**src/rtl/flen_pkg.sv**
```systemverilog
package flen_pkg;

    localparam int unsigned LEN_W = 16;

    typedef logic [LEN_W-1:0] len_t;

    typedef enum logic [1:0] {
        ST_PASS   = 2'd0,
        ST_PAD    = 2'd1,
        ST_DRAIN  = 2'd2,
        ST_REPORT = 2'd3
    } fl_state_e;

    typedef struct packed {
        len_t orig;
        len_t sent;
        logic padded;
        logic trunc;
    } fl_status_t;

    function automatic len_t len_min(input len_t a, input len_t b);
        return (a < b) ? a : b;
    endfunction

    function automatic len_t len_max(input len_t a, input len_t b);
        return (a > b) ? a : b;
    endfunction

    function automatic len_t len_sat_inc(input len_t a);
        return (a == '1) ? a : a + len_t'(1);
    endfunction

endpackage

```
**src/rtl/flen_limits.sv**
```systemverilog
module flen_limits
    import flen_pkg::*;
(
    input  logic clk,
    input  logic rst,
    input  len_t cfg_min,
    input  len_t cfg_max,
    input  logic live,
    input  logic capture,
    output len_t lim_min,
    output len_t eff_max,
    output len_t pad_to
);
    len_t min_q, max_q;

    always_ff @(posedge clk) begin
        if (rst) begin
            min_q <= '0;
            max_q <= len_t'(1);
        end else if (capture) begin
            min_q <= cfg_min;
            max_q <= cfg_max;
        end
    end

    len_t raw_max;
    always_comb begin
        lim_min = live ? cfg_min : min_q;
        raw_max = live ? cfg_max : max_q;
        eff_max = len_max(raw_max, len_t'(1));
        pad_to  = len_min(lim_min, eff_max);
    end
endmodule

```
**src/rtl/flen_ctrl.sv**
```systemverilog
module flen_ctrl
    import flen_pkg::*;
(
    input  logic      clk,
    input  logic      rst,
    input  logic      s_valid,
    input  logic      s_last,
    input  logic      s_err,
    input  logic      m_ready,
    input  logic      st_ready,
    input  len_t      eff_max,
    input  len_t      pad_to,
    output fl_state_e state,
    output len_t      out_cnt,
    output len_t      in_cnt,
    output logic      live,
    output logic      capture,
    output logic      s_ready,
    output logic      m_valid,
    output logic      m_last,
    output logic      m_err
);
    fl_state_e state_d;
    len_t      out_d, in_d, k;
    logic      pad_err_q, pad_err_d;
    logic      hit_max;

    assign k       = out_cnt + len_t'(1);
    assign hit_max = (k == eff_max);
    assign live    = (state == ST_PASS) && (out_cnt == '0);

    always_comb begin
        state_d   = state;
        out_d     = out_cnt;
        in_d      = in_cnt;
        pad_err_d = pad_err_q;
        capture   = 1'b0;
        s_ready   = 1'b0;
        m_valid   = 1'b0;
        m_last    = 1'b0;
        m_err     = 1'b0;
        unique case (state)
            ST_PASS: begin
                s_ready = m_ready;
                m_valid = s_valid;
                m_last  = hit_max || (s_last && (k >= pad_to));
                m_err   = m_last && s_err && s_last;
                if (s_valid && m_ready) begin
                    out_d   = k;
                    in_d    = len_sat_inc(in_cnt);
                    capture = (out_cnt == '0);
                    if (m_last && s_last) begin
                        state_d = ST_REPORT;
                    end else if (hit_max) begin
                        state_d = ST_DRAIN;
                    end else if (s_last) begin
                        state_d   = ST_PAD;
                        pad_err_d = s_err;
                    end
                end
            end
            ST_PAD: begin
                m_valid = 1'b1;
                m_last  = (k == pad_to);
                m_err   = m_last && pad_err_q;
                if (m_ready) begin
                    out_d = k;
                    if (m_last) state_d = ST_REPORT;
                end
            end
            ST_DRAIN: begin
                s_ready = 1'b1;
                if (s_valid) begin
                    in_d = len_sat_inc(in_cnt);
                    if (s_last) state_d = ST_REPORT;
                end
            end
            ST_REPORT: begin
                if (st_ready) begin
                    state_d = ST_PASS;
                    out_d   = '0;
                    in_d    = '0;
                end
            end
            default: state_d = ST_PASS;
        endcase
    end

    always_ff @(posedge clk) begin
        if (rst) begin
            state     <= ST_PASS;
            out_cnt   <= '0;
            in_cnt    <= '0;
            pad_err_q <= 1'b0;
        end else begin
            state     <= state_d;
            out_cnt   <= out_d;
            in_cnt    <= in_d;
            pad_err_q <= pad_err_d;
        end
    end
endmodule

```
**src/rtl/flen_report.sv**
```systemverilog
module flen_report
    import flen_pkg::*;
(
    input  fl_state_e  state,
    input  len_t       in_cnt,
    input  len_t       out_cnt,
    input  len_t       lim_min,
    input  len_t       eff_max,
    output logic       st_valid,
    output fl_status_t st_word
);
    always_comb begin
        st_valid       = (state == ST_REPORT);
        st_word.orig   = in_cnt;
        st_word.sent   = out_cnt;
        st_word.padded = in_cnt < lim_min;
        st_word.trunc  = in_cnt > eff_max;
    end
endmodule

```
**src/rtl/flen_fitter.sv**
```systemverilog
module flen_fitter
    import flen_pkg::*;
#(
    parameter int unsigned DATA_W = 8
) (
    input  logic              clk,
    input  logic              rst,
    input  logic [LEN_W-1:0]  cfg_min,
    input  logic [LEN_W-1:0]  cfg_max,
    input  logic [DATA_W-1:0] s_data,
    input  logic              s_valid,
    output logic              s_ready,
    input  logic              s_last,
    input  logic              s_err,
    output logic [DATA_W-1:0] m_data,
    output logic              m_valid,
    input  logic              m_ready,
    output logic              m_last,
    output logic              m_err,
    output logic [LEN_W-1:0]  st_orig,
    output logic [LEN_W-1:0]  st_sent,
    output logic              st_padded,
    output logic              st_trunc,
    output logic              st_valid,
    input  logic              st_ready
);
    fl_state_e  state;
    len_t       out_cnt, in_cnt, lim_min, eff_max, pad_to;
    logic       live, capture;
    fl_status_t st_word;

    flen_limits u_limits (
        .clk     (clk),
        .rst     (rst),
        .cfg_min (cfg_min),
        .cfg_max (cfg_max),
        .live    (live),
        .capture (capture),
        .lim_min (lim_min),
        .eff_max (eff_max),
        .pad_to  (pad_to)
    );

    flen_ctrl u_ctrl (
        .clk      (clk),
        .rst      (rst),
        .s_valid  (s_valid),
        .s_last   (s_last),
        .s_err    (s_err),
        .m_ready  (m_ready),
        .st_ready (st_ready),
        .eff_max  (eff_max),
        .pad_to   (pad_to),
        .state    (state),
        .out_cnt  (out_cnt),
        .in_cnt   (in_cnt),
        .live     (live),
        .capture  (capture),
        .s_ready  (s_ready),
        .m_valid  (m_valid),
        .m_last   (m_last),
        .m_err    (m_err)
    );

    flen_report u_report (
        .state    (state),
        .in_cnt   (in_cnt),
        .out_cnt  (out_cnt),
        .lim_min  (lim_min),
        .eff_max  (eff_max),
        .st_valid (st_valid),
        .st_word  (st_word)
    );

    assign m_data    = (state == ST_PAD) ? '0 : s_data;
    assign st_orig   = st_word.orig;
    assign st_sent   = st_word.sent;
    assign st_padded = st_word.padded;
    assign st_trunc  = st_word.trunc;
endmodule

```
**config.mk**
```make
export PLATFORM = sky130hd
export DESIGN_NAME = flen_fitter
export DESIGN_NICKNAME = d
export VERILOG_FILES = /design/src/rtl/flen_pkg.sv /design/src/rtl/flen_limits.sv /design/src/rtl/flen_ctrl.sv /design/src/rtl/flen_report.sv /design/src/rtl/flen_fitter.sv
export SDC_FILE = /design/constraint.sdc
export NUM_CORES = 1
export LEC_CHECK = 0
export BUFFER_PORTS_ARGS = -buffer_cell sky130_fd_sc_hd__buf_2
export CAP_MARGIN = 20
export CORE_ASPECT_RATIO = 0.8
export CORE_MARGIN = 2
export CORE_UTILIZATION = 30
export DETAILED_ROUTE_END_ITERATION = 6
export SLEW_MARGIN = 20
export SYNTH_ARGS = -nofsm -noshare
export SYNTH_HDL_FRONTEND = slang
export SYNTH_SLANG_ARGS = --single-unit
```
**constraint.sdc**
```tcl
create_clock -name clk -period 9.4 [get_ports clk]
set_input_delay 0 -clock clk [delete_from_list [all_inputs] [get_ports clk]]
set_output_delay 0 -clock clk [all_outputs]
set_load 0.01 [all_outputs]
```
==> results.md, run 1 <==
Yosys:
- For this run, the leading register cell type out of synthesis is dfxtp_1.
- The proportion of netlist area held by the largest area contributor is about a quarter.
- The sequential area share after synthesis is 24.67%.
- The cell area that synthesis handed to floorplanning was 0.005438 mm^2.
- A synthesized cell averages 8.251 um^2.
- Synthesis handed over a netlist of 659 instances.
- During synthesis, Yosys emitted a total of 0 warnings.
- Counting flops with an async set or reset pin after synthesis yields a share of 0%.
- The biggest area contributor in the post-synthesis netlist is dfxtp_1.
- Synthesis produced a netlist with a net count of approximately 780.
- The post-synthesis register bit count is 67.
- By area the synthesized netlist is led by dfxtp_1 25%, ha_1 16%, nand2_1 6.4%.
- Ranked by instance count, the synthesized netlist is headed by 92 x nand2_1, 71 x ha_1, 67 x dfxtp_1.
- The number of distinct library cells after synthesis is 56.
- Counting flops with a built-in enable in the synthesized netlist gives 0.
- The cell with the most instances after synthesis is nand2_1.

Min path:
- The path class of the lowest-slack min-delay path is primary input to register.
- The number of cells traversed by the worst hold path is 3.

Routing:
- The number of DRC violations after detailed-routing iteration 0 is 377.
- The detailed-route DRC error count is 0.
- The iteration count of the initial detailed-routing pass is 5.
- After detailed routing, the number of vias per cell comes to 5.009.
- The routed via count is roughly 5000.
- The final wirelength is approximately 16000 um.
- The count of antenna-violating nets left after detailed routing is 0.
- In the final routed layout, each cell accounts on average for 16.01 um.

CTS:
- The post-CTS clock slew at the launch and capture registers of the worst setup and hold paths is 0.06 ns.
- The count of buffers added by post-CTS timing repair for setup is 0.
- The H-tree depth is 3.
- The later pin in the worst-skew pair is clocked with a latency of ~0.34 ns.
- The number of hold buffers added after CTS was 32.
- Gates resized during post-CTS repair numbered 0.
- TritonCTS built the clock tree.
- For this design, the sink count on the clock tree is 67.
- The longest clock path from root to sink contains 2 buffers.
- The tree is rooted in a clkbuf_16.
- The number of buffers added by the clock tree synthesis step is 9.

Worst setup path:
- At the worst endpoint, the required time is 9.40 ns.
- The setup check on the worst reg-to-reg path leaves a slack of 2.74 ns.
- The startpoint of the worst register-to-register path is u_ctrl.state[0].
- The start-to-end type of the worst setup path is register to output pin.
- The critical-path maximum fanout is 34.
- The capturing element of the worst setup path is m_err.
- Counting cells, the worst reg-to-reg path comes to 25.
- The worst setup path is launched from a register.
- The critical path starts at u_ctrl.state[0].
- The nature of the critical path endpoint is an output pin.
- The arrival time reported for the critical path endpoint is 6.97 ns.
- The worst register-to-register path ends at u_ctrl.state[0].

Die:
- The effective utilization at floorplan is 30.30%.
- The core region is 0.01795 mm^2.
- Measured along the x axis, the die boundary spans 154.5 um.
- The area of the die is between 0.015 and 0.02 mm^2.
- From bottom edge to top edge, the die measures roughly 120 um.
- For this design the top-level I/O count stands at 94.
- The initialized floorplan defines 44 standard-cell rows.

Global routing:
- The overall overflow remaining after global route is 0.
- The aggregate global-route resource usage is 16.65%.
- The first global-routing pass estimated between 20000 and 30000 um of wire.
- The number of antenna violations at the first check in global routing is 0.
- The maximum number of pins on one net before global-route repair is 55.
- The via count of the first global-routing pass is 4473.

Status:
- The run finished with clean final reports.

Power and ir drop:
- Overall power consumption after layout is estimated at 1713 uW.
- Dividing total power by cell area gives a power density of 255.3 mW/mm^2.
- IR analysis of the VDD net gives a maximum drop of 141.9 uV.
- The leakage power is around 0.0031 uW.

Finish:
- Cells with a size suffix above 1 make up 17.36% of the layout.
- The final core utilization is 37.38%.
- The number of inserted diodes is 0.
- The growth of design area from synthesis to finish is 23.38%.
- The final layout contains ~890 nets.
- The final standard cell area without fillers is 0.006709 mm^2.

Timing:
- The worst pin sits at a relative slew slack of 36.68%.
- The actual transition at the worst max-transition pin is 0.9498 ns.
- The count of final hold-check violations came to 0.
- The count of final max-slew check failures is 0.
- The count of final setup violators is 0.
- Summed over all failing endpoints, the final setup total negative slack is 0 ns.
- The worst clock skew is 0.007006 ns.
- For the finished layout, the period the worst path requires is approximately 7.0 ns.
- Timing would allow up to 143.5 MHz.
- After layout, the worst path uses 74.13% of the clock period.
- Setup repair after global routing left no endpoint under its margin.
- The setup slack of the critical path after layout is about 2.4 ns.

Placement:
- The HPWL after detailed placement is 12220 um.
- The worst setup slack after placement is 2.792 ns.
- The congestion estimate from routability-driven global placement came to roughly 0.83.
- The number of input and output port buffers inserted is 93.
- The cell area after placement is 0.006071 mm^2.

Flow run:
- The max-cap violation count is 0.
==> report_power, final <==
| group | internal, uW | leakage (uW) | switching [uW] |
|---|---|---|---|
| logic | 430 | 0.00238 | 576 |
| registers | 310 | 0.000543 | 26.7 |
| clock network | 233 | 0.000149 | 137 |
| total | 973 | 0.00307 | 740 |
==> metal layers <==
layer | wire length (um) | vias to the layer above | global-route usage (%)
met1 | 8642 | 2306 | 26.69
met4 | 153 | 0 | 3.649
met5 | 0 | - | 0
met2 | 6395 | 140 | 22.51
li1 | - | 2561 | -
met3 | 849 | 12 | 3.027
==> worst max-delay path, cell delays in order (launching register included) <==
cell       delay (ns)
dfxtp_1          0.33
inv_1            0.15
ha_1             0.35
nor4b_4          0.29
nand4_4          0.72
mux2i_1          0.65
ha_1             0.33
a21o_1           0.16
a21oi_1          0.14
nor2b_1          0.06
o21ai_0          0.15
nand2b_1         0.08
a21oi_1          0.13
o21ai_0          0.15
a21oi_4          0.44
mux2_2           0.40
ha_1             0.28
and4_1           0.23
nand3_1          0.10
nor4_1           0.48
a2111oi_0        0.14
o21ai_0          0.25
a21oi_1          0.17
o21ai_1          0.22
buf_2            0.17
==> cell type report <==
| type | instances | area (um^2) |
|---|---|---|
| multi-input combinational | 530 | 3841 |
| timing repair buffer | 127 | 800.8 |
| clock inverter | 6 | 88.84 |
| sequential | 67 | 1341 |
| fill | 1897 | 11240 |
| inverter | 32 | 120.1 |
| tap | 230 | 287.8 |
| clock buffer | 10 | 229.0 |
==> cell usage in the layout (no fill, tap or decap), types with 13 or more instances in the layout <==
cell / synthesis / routed
nand4_1: 17 / 17
ha_1: 71 / 71
nor2b_1: 19 / 19
inv_1: 32 / 32
a21o_1: 13 / 13
mux2i_1: 26 / 26
nor3_1: 13 / 13
o21ai_0: 15 / 15
xnor2_1: 20 / 20
dfxtp_1: 67 / 67
nor2_1: 41 / 40
nand2_1: 92 / 92
xor2_1: 21 / 21
nand3_1: 17 / 17
buf_2: 2 / 93
a21oi_1: 57 / 57
dlygate4sd3_1: 0 / 32
==> state kept, by name, summed over array words and instances (netlist names) <==
name              count
u_ctrl.in_cnt        16
u_ctrl.out_cnt       16
u_ctrl.pad_err_q      1
u_ctrl.state          2
u_limits.max_q       16
u_limits.min_q       16
==> through the flow <==
| stage | hold WS, ns | cells |
|---|---|---|
| final | 0.02618 | 1002 |
| after global placement | 0.2564 | 954 |
| after CTS | 0.006652 | 1002 |
| after global routing | 0.04696 | 1002 |
| after detailed placement | 0.2608 | 954 |
| after floorplan | 0.1237 | 659 |
==> cells by family after synthesis <==
| kind of cell | after synthesis | synth area share [%] |
|---|---|---|
| simple gates | 240 | 22.43 |
| compound gates | 128 | 14.61 |
| fa+ha+maj | 71 | 16.34 |
| flops | 67 | 24.67 |
| buf+inv | 62 | 4.740 |
| mux | 48 | 9.779 |
| xor+xnor | 43 | 7.432 |
==> worst min path at each step <==
stage	start	to
3_3_place_gp	cfg_min[0]	u_limits.min_q[0]
4_1_cts	s_last	u_ctrl.state[0]
3_5_place_dp	cfg_min[0]	u_limits.min_q[0]
5_1_grt	s_last	u_ctrl.state[1]
2_1_floorplan	m_ready	s_ready
6_report	s_last	u_ctrl.state[0]
(Power assumes the default switching activity.)
==> run 2, diff against run 1 <==
Settings changed: ABC_AREA from default to 1.
Clock period 9.4 ns to 6.02 ns, I/O delays scaled along.
==> run 2 against run 1 <==
Effect of this change: sequential power rose by 68%; via count increased by 17%; worst setup slack worse by 1.8 ns; power increased to 2.6 times the previous value; routed wire length rose by 7.2%; area after synthesis rose by 2.4%; critical path depth up 4; highest routed layer unchanged; synthesized cell count grew 31%; final cell count is 22% higher; core utilization grew 0.59 points; critical path type unchanged.
==> results.md, run 2 <==
Status:
- The flow ran to the end, and the final reports show no timing, DRC or antenna violations.

Die:
- The area inside the core boundary is 0.01817 mm^2 (+1.2%).
- The height of the die came to 125.8 um (+1.1%).
- The x dimension of the die came to 156.3 um (+1.1%).
- The effective utilization at floorplan is 30.64% (+0.34 points).
- The cell row count is 44 (unchanged).
- The area of the die was 0.01967 mm^2 (+2.3%).
- The number of top-level pins came to 94 (unchanged).

Finish:
- The final core utilization is 37.98% (+0.59 points).
- The growth of design area from synthesis to finish is 23.94%.
- The top cell types in the final layout, fill and taps aside, are 205 x nand2_1, 130 x inv_1, 93 x buf_2, 79 x nor2_1, 79 x a21oi_1.
- The area occupied by multi-input gates is 0.003623 mm^2 (-5.7%).
- The most common cell after layout, fill and taps aside is nand2_1.
- The total number of nets in the final design is 1102 (+25%).
- The fraction of final layout cells sized beyond drive strength 1 is 14.36% (-3.0 points).
- The count of filler cells inserted in the layout is 1948 (+2.7%).
- The number of inserted diodes is 0 (unchanged).
- The register cell area after layout is 0.001341 mm^2 (unchanged).

Timing:
- The relative slew slack is 30.31% (-6.4 points).
- The final period utilization is 89.26%.
- Derived from the worst setup path, the maximum achievable clock frequency is about 190 MHz.
- The setup TNS was 0 ns (unchanged).
- The actual transition at the worst max-transition pin came to 1.044 ns (+0.09435 ns).
- The worst clock skew is 0.006782 ns (-0.0002234 ns).
- The count of final setup violators is 0 (unchanged).
- The count of final hold-check violations is 0 (unchanged).
- The count of final max-slew check failures is 0 (unchanged).
- Setup repair after global routing left no endpoint under its margin.
- The worst hold slack across all endpoints was 0.03047 ns (+0.004293 ns).
- The setup slack of the critical path after layout was 0.6467 ns (-1.785 ns).
- Subtracting the final worst setup slack from the clock period gives 5.373 ns.

Worst setup path:
- The required time at the endpoint of the critical path is 6.02 ns (-3.38 ns).
- The worst stage delay on the critical path is 0.63 ns (-0.09 ns).
- Among cell families on the critical path, the largest total delay comes from compound AO/OA/AOI/OAI gates.
- The slowest library cell on the worst path is o21ai_0.
- The number of buffer and inverter instances along the worst setup path is 5 (+3).
- STA classifies the critical path endpoint as an output pin.
- The start-to-end type of the worst setup path is register to output pin.
- The sort of element at the start of the critical path is a register.
- The arrival time reported for the critical path endpoint is 5.37 ns (-1.60 ns).
- The critical-path maximum fanout is 42 (+24%).

Global routing:
- The wire length of the first global-routing pass came to 27860 um (+9.7%).
- The met2 track utilization from global routing came to 26.87% (+4.4 points).
- The overall overflow remaining after global route came to 0 (unchanged).
- The number of antenna violations at the first check in global routing is 0 (unchanged).
- The aggregate global-route resource usage is 18.04% (+1.4 points).
- The maximum number of pins on one net before global-route repair is 61 (+11%).
- The met3 track utilization from global routing is 4.198% (+1.2 points).
- The busiest layer in global routing is met2.
- The met1 usage in global routing was 25.26% (-1.4 points).
- The via count of the first global-routing pass is 5398 (+21%).

Routing:
- The count of antenna-violating nets left after detailed routing was 0 (unchanged).
- The average vias per placed instance is 4.828 (-3.6%).
- The detailed-route DRC error count is 0 (unchanged).
- The number of DRC violations after detailed-routing iteration 0 is 346 (-8.2%).
- The routed via count is 5885 (+17%).
- The iteration count of the initial detailed-routing pass is 5 (unchanged).
- The final wirelength came to 17200 um (+7.2%).
- The wire length per cell is 14.11 um (-12%).

CTS:
- The count of buffers added by post-CTS timing repair for setup is 0 (unchanged).
- The number of sinks on the clock net is 67 (unchanged).
- The post-CTS clock slew at the launch and capture registers of the worst setup and hold paths came to 0.06 ns (about the same).
- The CTS tree is done.
- The number of buffers on the longest clock path is 2 (unchanged).
- The cell at the root of the clock tree is clkbuf_16.
- The clock latency on the worst-skew pair is 0.35 ns (about the same).
- The number of buffers added by the clock tree synthesis step was 9 (unchanged).
- The H-tree depth was 3 (unchanged).

Yosys:
- The async set or reset register ratio after synthesis is 0% (unchanged).
- The post-synthesis register bit count is 67 (unchanged).
- The cell area after synthesis is 0.005567 mm^2 (+2.4%).
- The sequential area share after synthesis came to 24.10% (-0.57 points).
- The number of distinct library cells after synthesis is 40 (-29%).
- The cell with the most instances after synthesis is nand2_1.
- The number of warnings printed during yosys synthesis is 0 (unchanged).
- The total nets after synthesis is 979 (+26%).
- After synthesis, the cell types taking the most area are dfxtp_1 24%, ha_1 16%, nand2_1 14%.
- The post-synthesis average cell area is 6.465 um^2 (-22%).
- The number of flops mapped to enable cells by yosys is 0 (unchanged).
- The biggest area contributor in the post-synthesis netlist is dfxtp_1.
- The most used flip-flop cell after synthesis is dfxtp_1.
- In the synthesized netlist, the cells that appear most often are 205 x nand2_1, 130 x inv_1, 79 x a21oi_1, 79 x nor2_1, 71 x ha_1.
- The synthesized instance count is 861 (+31%).
- The proportion of netlist area held by the largest area contributor was 24.10% (-0.57 points).

Placement:
- The HPWL after detailed placement is 13380 um (+9.5%).
- The global placer's final weighted congestion was 0.9263 (+12%).
- The worst setup slack after placement is 0.7546 ns (-2.037 ns).
- The number of input and output port buffers inserted is 93 (unchanged).

Power and ir drop:
- The leakage power is 0.003507 uW (+14%).
- The power per cell area is 637.4 mW/mm^2 (+150%).
- The total power is 4398 uW (+160%).
- The peak supply drop is 304.0 uV (+110%).

Flow run:
- The max-cap violation count came to 0 (unchanged).

Min path:
- The worst hold path belongs to the class primary input to register.
## run 2: per-stage QoR
stage / instances / area [um^2]
2_1_floorplan: 861 / 5567
3_3_place_gp: 1170 / 6274
3_5_place_dp: 1170 / 6274
4_1_cts: 1219 / 6899
5_1_grt: 1219 / 6899
6_report: 1219 / 6899
## run 2: layout make-up
cell class              count  share of cell area (%)
flip-flops and latches     67                   19.44
clock inverters             5                  0.7617
well taps                 230                   4.171
multi-input cells         640                   52.52
clock buffers              11                   3.518
inverters                 132                   7.182
repair buffers            134                   12.40
## run 2: metal layers
| layer | vias to the layer above | share of wire (%) | wire length (um) |
|---|---|---|---|
| li1 | 3065 | - | - |
| met5 | - | 0 | 0 |
| met1 | 2652 | 50 | 8524 |
| met3 | 27 | 6.0 | 1028 |
| met4 | 0 | 2.5 | 423 |
| met2 | 141 | 42 | 7223 |
## run 2: final timing paths
kind	from	endpoint	slack, ns	cells past startpoint
worst max-delay path	u_ctrl.state[0]	m_err	0.65	28
worst min-delay path	rst	u_ctrl.out_cnt[7]	0.03	2
worst max register to register	u_ctrl.state[0]	u_ctrl.state[1]	0.74	28
worst min register to register	u_limits.max_q[6]	u_limits.max_q[6]	0.44	2
## run 2: repair_timing
action,CTS,global route
gates resized for setup,0,0
hold endpoints to repair,33,0
hold buffers,33,0
## run 2: power by group
part	switching (uW)	leakage (uW)	internal [uW]
Sequential	46.2	0.000545	517
Combinational	2150	0.00282	1140
Clock	208	0.000145	329
## run 2: logic make-up (layout without fill, tap and decap cells)
family	after synthesis	count (layout)	share of synthesized area, %
buf+inv	154	282	10.81
flops	67	67	24.10
compound gates	179	179	17.69
fa+ha+maj	71	71	15.96
simple gates	375	375	29.08
xor+xnor	15	15	2.360
## run 2: worst reg2reg max path, delay by kind of cell, from the launching register on
| kind | cells | cell delay (ns) |
|---|---|---|
| simple gates | 17 | 2.21 |
| compound gates | 4 | 1.31 |
| fa+ha+maj | 3 | 0.86 |
| buf+inv | 4 | 0.45 |
| flops | 1 | 0.33 |
